===== src/rtl/hb_pkg.sv =====
package hb_pkg;

    typedef enum logic {
        DT_RUN  = 1'b0,
        DT_HOLD = 1'b1
    } dt_state_e;

    localparam int SW_HS1 = 0;
    localparam int SW_HS2 = 1;
    localparam int SW_LS1 = 2;
    localparam int SW_LS2 = 3;
    localparam int SW_N   = 4;

    function automatic logic [SW_N-1:0] bridge_pattern(input logic pwm, input logic dir);
        logic [SW_N-1:0] p;
        if (!dir) begin
            p[SW_HS1] = 1'b1;
            p[SW_LS1] = 1'b0;
            p[SW_HS2] = !pwm;
            p[SW_LS2] = pwm;
        end else begin
            p[SW_HS1] = !pwm;
            p[SW_LS1] = pwm;
            p[SW_HS2] = 1'b1;
            p[SW_LS2] = 1'b0;
        end
        return p;
    endfunction

endpackage


===== src/rtl/hb_fault_filter.sv =====
module hb_fault_filter #(
    parameter int CYC = 2500
) (
    input  logic clk,
    input  logic rst_n,
    input  logic cond,
    output logic hit
);
    localparam int CNT_W = (CYC > 1) ? $clog2(CYC) : 1;
    localparam logic [CNT_W-1:0] LAST = CNT_W'(CYC - 1);

    logic [CNT_W-1:0] cnt;

    always_ff @(posedge clk or negedge rst_n) begin
        if (!rst_n) begin
            cnt <= '0;
        end else if (!cond) begin
            cnt <= '0;
        end else if (cnt != LAST) begin
            cnt <= cnt + 1'b1;
        end
    end

    assign hit = cond && (cnt == LAST);


    restart_chk: assert property (@(posedge clk) disable iff (!rst_n)
        !cond |=> (cnt == '0));

endmodule


===== src/rtl/hb_deadtime.sv =====
module hb_deadtime
    import hb_pkg::*;
#(
    parameter int DT_W = 8
) (
    input  logic            clk,
    input  logic            rst_n,
    input  logic            pwm,
    input  logic            dir,
    input  logic [DT_W-1:0] dead_cycles,
    output logic [SW_N-1:0] gate_dt,
    output logic            pwm_edge
);
    dt_state_e       state, nxt_state;
    logic [DT_W-1:0] cnt, nxt_cnt;
    logic [SW_N-1:0] gate_q, nxt_gate;
    logic            pwm_q, dir_q;
    logic            change;
    logic [SW_N-1:0] tgt;

    assign tgt      = bridge_pattern(pwm, dir);
    assign pwm_edge = pwm ^ pwm_q;
    assign change   = pwm_edge | (dir ^ dir_q);

    always_ff @(posedge clk or negedge rst_n) begin
        if (!rst_n) begin
            state  <= DT_RUN;
            cnt    <= '0;
            gate_q <= '0;
            pwm_q  <= 1'b0;
            dir_q  <= 1'b0;
        end else begin
            state  <= nxt_state;
            cnt    <= nxt_cnt;
            gate_q <= nxt_gate;
            pwm_q  <= pwm;
            dir_q  <= dir;
        end
    end

    always_comb begin
        nxt_state = state;
        nxt_cnt   = cnt;
        nxt_gate  = tgt;
        unique case (state)
            DT_RUN: begin
                if (change && (dead_cycles != '0)) begin
                    nxt_state = DT_HOLD;
                    nxt_cnt   = dead_cycles;
                    nxt_gate  = tgt & gate_q;
                end
            end
            DT_HOLD: begin
                if (change) begin
                    if (dead_cycles == '0) begin
                        nxt_state = DT_RUN;
                    end else begin
                        nxt_cnt  = dead_cycles;
                        nxt_gate = tgt & gate_q;
                    end
                end else if (cnt <= DT_W'(1)) begin
                    nxt_state = DT_RUN;
                end else begin
                    nxt_cnt  = cnt - 1'b1;
                    nxt_gate = tgt & gate_q;
                end
            end
        endcase
    end

    assign gate_dt = gate_q;


    hold_mask_chk: assert property (@(posedge clk) disable iff (!rst_n)
        (state == DT_HOLD) |-> ((gate_q & ~$past(gate_q)) == '0));

endmodule


===== src/rtl/hbridge_ctrl.sv =====
module hbridge_ctrl
    import hb_pkg::*;
#(
    parameter int DT_W    = 8,
    parameter int FLT_CYC = 2500
) (
    input  logic            clk,
    input  logic            rst_n,
    input  logic            pwm_in,
    input  logic            dir_in,
    input  logic            sync_ok,
    input  logic            uv_flt,
    input  logic            ov_flt,
    input  logic            cp_ok,
    input  logic            ot_shut,
    input  logic            ot_warn,
    input  logic [3:0]      desat,
    input  logic            supply_drop,
    input  logic [DT_W-1:0] dead_cycles,
    output logic            gate_hs1,
    output logic            gate_hs2,
    output logic            gate_ls1,
    output logic            gate_ls2,
    output logic            diag_sc,
    output logic            diag_supply,
    output logic            diag_temp
);
    localparam int N_FLT = SW_N + 1;

    logic [SW_N-1:0]  dt_gate, gate_now;
    logic             pwm_edge;
    logic             on_now, en_q, sc_q, sc_next, trip;
    logic             sup_q, tmp_q;
    logic [N_FLT-1:0] flt_cond, flt_hit;

    hb_deadtime #(.DT_W(DT_W)) u_dt (
        .clk         (clk),
        .rst_n       (rst_n),
        .pwm         (pwm_in),
        .dir         (dir_in),
        .dead_cycles (dead_cycles),
        .gate_dt     (dt_gate),
        .pwm_edge    (pwm_edge)
    );

    assign gate_now = dt_gate & {SW_N{en_q}};

    genvar gi;
    generate
        for (gi = 0; gi < N_FLT; gi++) begin : g_flt
            if (gi < SW_N) begin : g_sw
                assign flt_cond[gi] = desat[gi] & gate_now[gi];
            end else begin : g_sup
                assign flt_cond[gi] = supply_drop;
            end
            hb_fault_filter #(.CYC(FLT_CYC)) u_flt (
                .clk   (clk),
                .rst_n (rst_n),
                .cond  (flt_cond[gi]),
                .hit   (flt_hit[gi])
            );
        end
    endgenerate

    assign on_now  = sync_ok & ~uv_flt & ~ov_flt & cp_ok & ~ot_shut;
    assign trip    = |flt_hit;
    assign sc_next = trip | (sc_q & ~pwm_edge);

    always_ff @(posedge clk or negedge rst_n) begin
        if (!rst_n) begin
            sc_q  <= 1'b0;
            en_q  <= 1'b0;
            sup_q <= 1'b0;
            tmp_q <= 1'b0;
        end else begin
            sc_q  <= sc_next;
            en_q  <= on_now & ~sc_next;
            sup_q <= ~cp_ok | ov_flt | uv_flt;
            tmp_q <= ot_warn;
        end
    end

    always_comb begin
        gate_hs1    = gate_now[SW_HS1];
        gate_hs2    = gate_now[SW_HS2];
        gate_ls1    = gate_now[SW_LS1];
        gate_ls2    = gate_now[SW_LS2];
        diag_sc     = sc_q;
        diag_supply = sup_q;
        diag_temp   = tmp_q;
    end


    leg_excl_chk: assert property (@(posedge clk) disable iff (!rst_n)
        !(gate_hs1 && gate_ls1) && !(gate_hs2 && gate_ls2));


    standby_off_chk: assert property (@(posedge clk) disable iff (!rst_n)
        !on_now |=> (gate_now == '0));


    trip_off_chk: assert property (@(posedge clk) disable iff (!rst_n)
        trip |=> (diag_sc && gate_now == '0));


    supply_flag_chk: assert property (@(posedge clk) disable iff (!rst_n)
        (uv_flt || ov_flt || !cp_ok) |=> diag_supply);

endmodule


===== config.mk =====
export PLATFORM = sky130hd
export DESIGN_NAME = hbridge_ctrl
export DESIGN_NICKNAME = d
export VERILOG_FILES = /design/src/rtl/hb_pkg.sv /design/src/rtl/hb_fault_filter.sv /design/src/rtl/hb_deadtime.sv /design/src/rtl/hbridge_ctrl.sv
export SDC_FILE = /design/constraint.sdc
export NUM_CORES = 1
export LEC_CHECK = 0
export BUFFER_PORTS_ARGS = -buffer_cell sky130_fd_sc_hd__clkbuf_2
export CORE_AREA = 2 2 84 86
export DETAILED_ROUTE_END_ITERATION = 10
export DIE_AREA = 0 0 86 88
export PLACE_DENSITY_LB_ADDON = 0.08
export SLEW_MARGIN = 20
export SYNTH_ARGS = -nofsm -noshare
export SYNTH_HDL_FRONTEND = slang
export SYNTH_HIERARCHICAL = 1
export SYNTH_SLANG_ARGS = --single-unit

===== constraint.sdc =====
create_clock -name clk -period 3.65 [get_ports clk]
set_clock_uncertainty 0.05 [all_clocks]
set_input_delay 0.1825 -clock clk [delete_from_list [all_inputs] [get_ports clk]]
set_output_delay 0.1825 -clock clk [all_outputs]
set_load 0.01 [all_outputs]

== Word-level counts from Yosys, hierarchy flattened ==
Cells that the tools add are included.
Storage, ports and cells
  register bits after elaboration: 79
  bits of input ports: 23
  output and inout bits: 7
  word-level logic and storage cells: 101
Operators by class
  add/sub/neg operators: 6
  $lt $le $gt $ge: 1
  eq/ne operators: 18
  multiplexer cells: 26
  bitwise logic cells: 25
  reductions and logical operators: 11
Operators by type and width (count)
  $mux 12: 10
  $add 12x1->12 const B: 5
  $eq 12x12->1 const B: 5
  $ne 12x12->1 const B: 5
  $mux 8: 4
  $mux 4: 5
  $pmux 8 s2: 1
  $and 1x1->1: 10
  $and 4x4->4: 2
  $le 8x1->1 const B: 1
  $logic_not 8->1: 1
  $ne 2x2->1 const B: 4
  $pmux 4 s2: 1
  $reduce_bool 8->1: 1
  $sub 8x1->8 const B: 1
  $not 1->1: 7
  $logic_and 1x1->1: 6
  $ne 3x3->1 const B: 2
  $reduce_or 5->1: 1
  $mux 1: 4
  $ne 2x1->1 const B: 2
  $or 1x1->1: 4
  $reduce_and 3->1: 1
  $pmux 1 s2: 1
  other kinds (2): 3

== Logic depth before layout (Yosys ltp) ==
  depth in word-level cells: 7
  gate-level depth with buffers: 7

== Modules after synthesis ==
The synthesis kept the hierarchy.
By module, submodules not included
  hb_fault_filter: instances 5, cells each 63, area an instance 630.6 sq um
  hb_deadtime: instances 1, cells each 74, area an instance 829.5 sq um
  hbridge_ctrl: instances 1, cells each 19, area an instance 202.7 sq um

== Worst setup path before layout ==
No wires, ideal clock.
  path kind: register to register
  start: register g_flt[0].u_flt.cnt[0]
  end: register en_q
  library setup time: 0.095 ns
  arrival: 1.635 ns
  setup slack: 1.870 ns
  cell stages (with the launch flop): 8
  buffers on the path: 0
  clock period less this slack: 1.780 ns
  path through: dfrtp_1 ha_1 nand2b_1 and4bb_2 and2_1 nor3_2 nand3_2 nor4b_2
On the way
  longest elaborated chain between the ends: 6
Ends and longest elaborated chain
  start: declaration: line hb_fault_filter.sv:12  | logic [CNT_W-1:0] cnt;
  start signal: assignment: line hb_fault_filter.sv:20  | cnt <= cnt + 1'b1;
  $eq 12x12->1: line hb_fault_filter.sv:24  | assign hit = cond && (cnt == LAST);
  $logic_and 1x1->1: line hb_fault_filter.sv:24
  via flt_hit[0]: line hbridge_ctrl.sv:34  | logic [N_FLT-1:0] flt_cond, flt_hit;
  $reduce_or 5->1: line hbridge_ctrl.sv:66  | assign trip = |flt_hit;
  $or 1x1->1: line hbridge_ctrl.sv:67  | assign sc_next = trip | (sc_q & ~pwm_edge);
  via sc_next: line hbridge_ctrl.sv:32  | logic on_now, en_q, sc_q, sc_next, trip;
  $not 1->1: line hbridge_ctrl.sv:77  | en_q <= on_now & ~sc_next;
  $and 1x1->1: line hbridge_ctrl.sv:77
  end signal: assignment: line hbridge_ctrl.sv:77
  end: declaration: line hbridge_ctrl.sv:32
The timed path passes the listed nets, and every way through them passes these cells.
A chain may end at the register's enable or synchronous reset.

== Worst setup path in the final report ==
  start: input port pwm_in
  end: register u_dt.cnt[1]
On the way
  longest elaborated chain between the ends: 5
Ends and longest elaborated chain
  start: declaration: line hbridge_ctrl.sv:9  | input logic pwm_in,
  $xor 1x1->1 (*): line hb_deadtime.sv:22  | assign pwm_edge = pwm ^ pwm_q;
  $or 1x1->1 (*): line hb_deadtime.sv:23  | assign change = pwm_edge | (dir ^ dir_q);
  $logic_and 1x1->1: line hb_deadtime.sv:47  | if (change && (dead_cycles != '0)) begin
  $ne 2x1->1 (no source line)
  $reduce_and 3->1 (no source line)
  end signal: assignment: line hb_deadtime.sv:34  | cnt <= nxt_cnt;
  end: declaration: line hb_deadtime.sv:15  | logic [DT_W-1:0] cnt, nxt_cnt;
Mark *: on every way between the ends. The rest lies on a longest branch, timed or not.

==> flow_metrics.py <==
metrics = {
    "global_routing": {
        "grt_pass1_wl_mm": 14.0,
        "grt_overflow": 0,
        "grt_max_degree": 80,
        "track_usage": 0.231,
        "antenna_found_initial": 0,
        "grt_pass1_vias": 3031,
    },
    "setup_path": {
        "path_buf_inv": 3,
        "cp_slowest_cell": "nand3_1",
        "path_cells": "dlygate4sd3_1 -> clkbuf_2 -> xnor2_1 -> nand3_1 -> o21a_2 -> inv_2 -> mux2i_1",
        "critPathMaxStageDelay_ns": 0.57,
        "crit_cells": 7,
        "ff2ff_path_depth": 5,
        "crit_family": "buffers and inverters",
        "critPathMaxFanout": 15,
        "critical_path_required_ns": 3.87,
        "start_kind": "primary input",
        "cp-end-kind": "register",
        "crit_type": "in -> reg",
        "cp.arrival_ns": 2.53,
    },
    "yosys": {
        "ys_seq_elements": 79,
        "syn-cell-area_mm2": 0.00419,
        "postSynthCellCount": 408,
        "ys_top_cells_by_area": "dfrtp_1 47%, o31ai_1 4.8%, a21oi_1 4.2%",
        "yosys.cell_types.count": 45,
        "avgSynthCellArea_um2": 10.3,
        "yosys_warnings": 6,
        "seq_area_frac_synth": 0.472,
        "synthFlopType": "dfrtp_1",
        "async_reset_ff_frac": 1.00,
        "synth_nets": 438,
        "synth_edf_count": 0,
        "yosys.area.top_type_share": 0.472,
        "synth_top_cell_by_area": "dfrtp_1",
    },
    "final_layout": {
        "multi_input_area_mm2": 0.00214,
        "final_common_cell": "dfrtp_1",
        "final_nets": 482,
        "syn2layout_area_growth_pct": 12.2,
        "max_flop_register": "g_flt.u_flt/cnt",
        "antenna_cells": 0,
        "largest_reg_flops": 60,
        "fillers": 527,
        "fin_util": 0.707,
        "drive_above_1_share": 0.166,
        "register_area_mm2": 0.00198,
        "layout_common_cells": "79 x dfrtp_1, 37 x nand2_1, 35 x a21oi_1, 28 x clkbuf_2, 27 x o31ai_1",
    },
    "floorplanning": {
        "initial_utilization": 0.630,
        "fp-row-count": 30,
        "coreArea_mm2": 0.00664,
        "die_h_um": 88,
        "io-pin-count": 30,
        "fp.dieW_um": 86,
        "dieArea_mm2": 0.00757,
    },
    "sta": {
        "period_minus_slack_ns": 2.31,
        "rsz0062_at_grt": "false",
        "setup_viol_count_final": 0,
        "clock.fmax_mhz": 433,
        "worst_pin_slew_ns": 0.685,
        "holdWs_ns": 0.0174,
        "max_slew_margin": 0.542,
        "hold_viol": 0,
        "tns_ns": 0,
        "timing.final.ws_setup_ns": 1.34,
        "period_share": 0.633,
        "drv_slew": 0,
    },
    "hold_path": {
        "hold_path_depth": 2,
        "min-delay-path-class": "in -> reg",
    },
    "clock_network": {
        "cts_tree": "built",
        "htreeDepth": 3,
        "cts_num_sinks": 79,
        "clock_latency_ns": 0.35,
        "clockRootBuffer": "clkbuf_8",
        "cts_buffer_depth": 2,
        "clk_pin_slew_ns": 0.07,
        "cts_buffers": 9,
    },
    "power_and_ir_drop": {
        "seqPwrFrac": 0.529,
        "power_switching_uw": 439,
        "leakagePower_uw": 0.00188,
        "peakVddDrop_v": 0.000231,
        "power.share.clock": 0.373,
        "p_comb_frac": 0.098,
        "internal-power_uw": 1360,
        "powerDensity_mw_per_mm2": 384,
        "switching_share": 0.244,
    },
    "drt": {
        "vias_per_cell": 6.14,
        "drtAntennaViolNets": 0,
        "wirelength_mm": 7.91,
        "dr.max_layer_used": "met4",
        "first_iter_violations": 185,
        "route.met2.wl_mm": 3.69,
        "route.met3.wl_um": 275,
        "wire_per_inst_um": 14.7,
        "wl_met1_mm": 3.78,
        "dr_total_vias": 3297,
        "dr.pass1.iters": 4,
        "drcViolationCount": 0,
    },
    "run_status": {
        "status": "finished clean",
    },
    "run": {
        "maxCapViolCount": 0,
    },
    "placed_design": {
        "dp_hpwl_mm": 5.54,
        "dp_slack_ns": 1.55,
        "place_congestion": 0.832,
        "portBuffers": 29,
    },
}
power groups by stage:
stage | Sequential (µW) | Combinational [µW] | Clock [µW]
2_1_floorplan | 958 | 119 | 0
3_3_place_gp | 967 | 168 | 0
3_5_place_dp | 968 | 171 | 0
4_1_cts | 952 | 176 | 692
5_1_grt | 959 | 202 | 726
6_report | 953 | 178 | 672
routing by layer:
layer / GRT usage / vias to the layer above
li1: - / 1645
met1: 0.315 / 1588
met2: 0.366 / 50
met3: 0.0386 / 14
met4: 0.0996 / 0
met5: 0 / -
metrics by stage:
step	std cells	cell area (µm²)	power, µW
floorplan	408	4190	1080
global placement	515	4420	1140
detailed placement	515	4420	1140
CTS	536	4680	1820
global route	537	4700	1890
finish	537	4700	1800
worst paths after layout:
path	slack [ns]	to	start
min in group asynchronous	0.27	g_flt[0].u_flt/cnt[11]	rst_n
min	0.02	diag_supply	cp_ok
min reg2reg	0.50	u_dt/gate_dt[3]	u_dt/gate_dt[3]
max reg2reg	1.50	u_dt/cnt[1]	u_dt/pwm_q
max in group asynchronous	2.70	g_flt[1].u_flt/cnt[4]	rst_n
max	1.34	u_dt/cnt[1]	pwm_in
final cells by class:
class	count	area share
multi-input cells	314	0.456
flip-flops and latches	79	0.421
repair buffers	35	0.0464
clock buffers	14	0.0368
well taps	80	0.0213
inverters	13	0.0104
clock inverters	2	0.00799
Yosys cell counts, types with 2 or more instances:
cell type / count
dfrtp_1: 79
nand2_1: 37
a21oi_1: 35
o31ai_1: 27
nor2_1: 22
or4_1: 21
mux2i_1: 17
or3_1: 17
inv_1: 12
nand2b_1: 11
nand3_1: 11
nand3_2: 11
nand4_1: 10
o21ai_0: 10
xor2_1: 10
and2_1: 9
o21ai_1: 8
ha_1: 7
and4bb_2: 5
nand3b_1: 5
nand4_2: 5
nor4b_1: 5
and3_1: 4
nor4_1: 3
o311ai_0: 3
a2bb2oi_2: 2
o211a_1: 2
o221ai_1: 2
xnor2_1: 2
repair_timing:
action,4_1_cts,5_1_grt
setup buffers,0,0
endpoints found under the hold margin,83,0
resized for setup,0,0
hold buffers,5,0
cell families (layout without fill, tap and decap cells):
logic type	after synthesis	in the layout	share of synthesized area
AOI/OAI and AO/OA	95	95	0.145
adders and majority gates	7	7	0.0209
xor gates and xnor gates	12	12	0.0251
buffers and inverters	15	64	0.0155
and+or+nand+nor	182	182	0.277
DFF	79	79	0.472
muxes	18	18	0.0433
(Power assumes the default switching activity.)
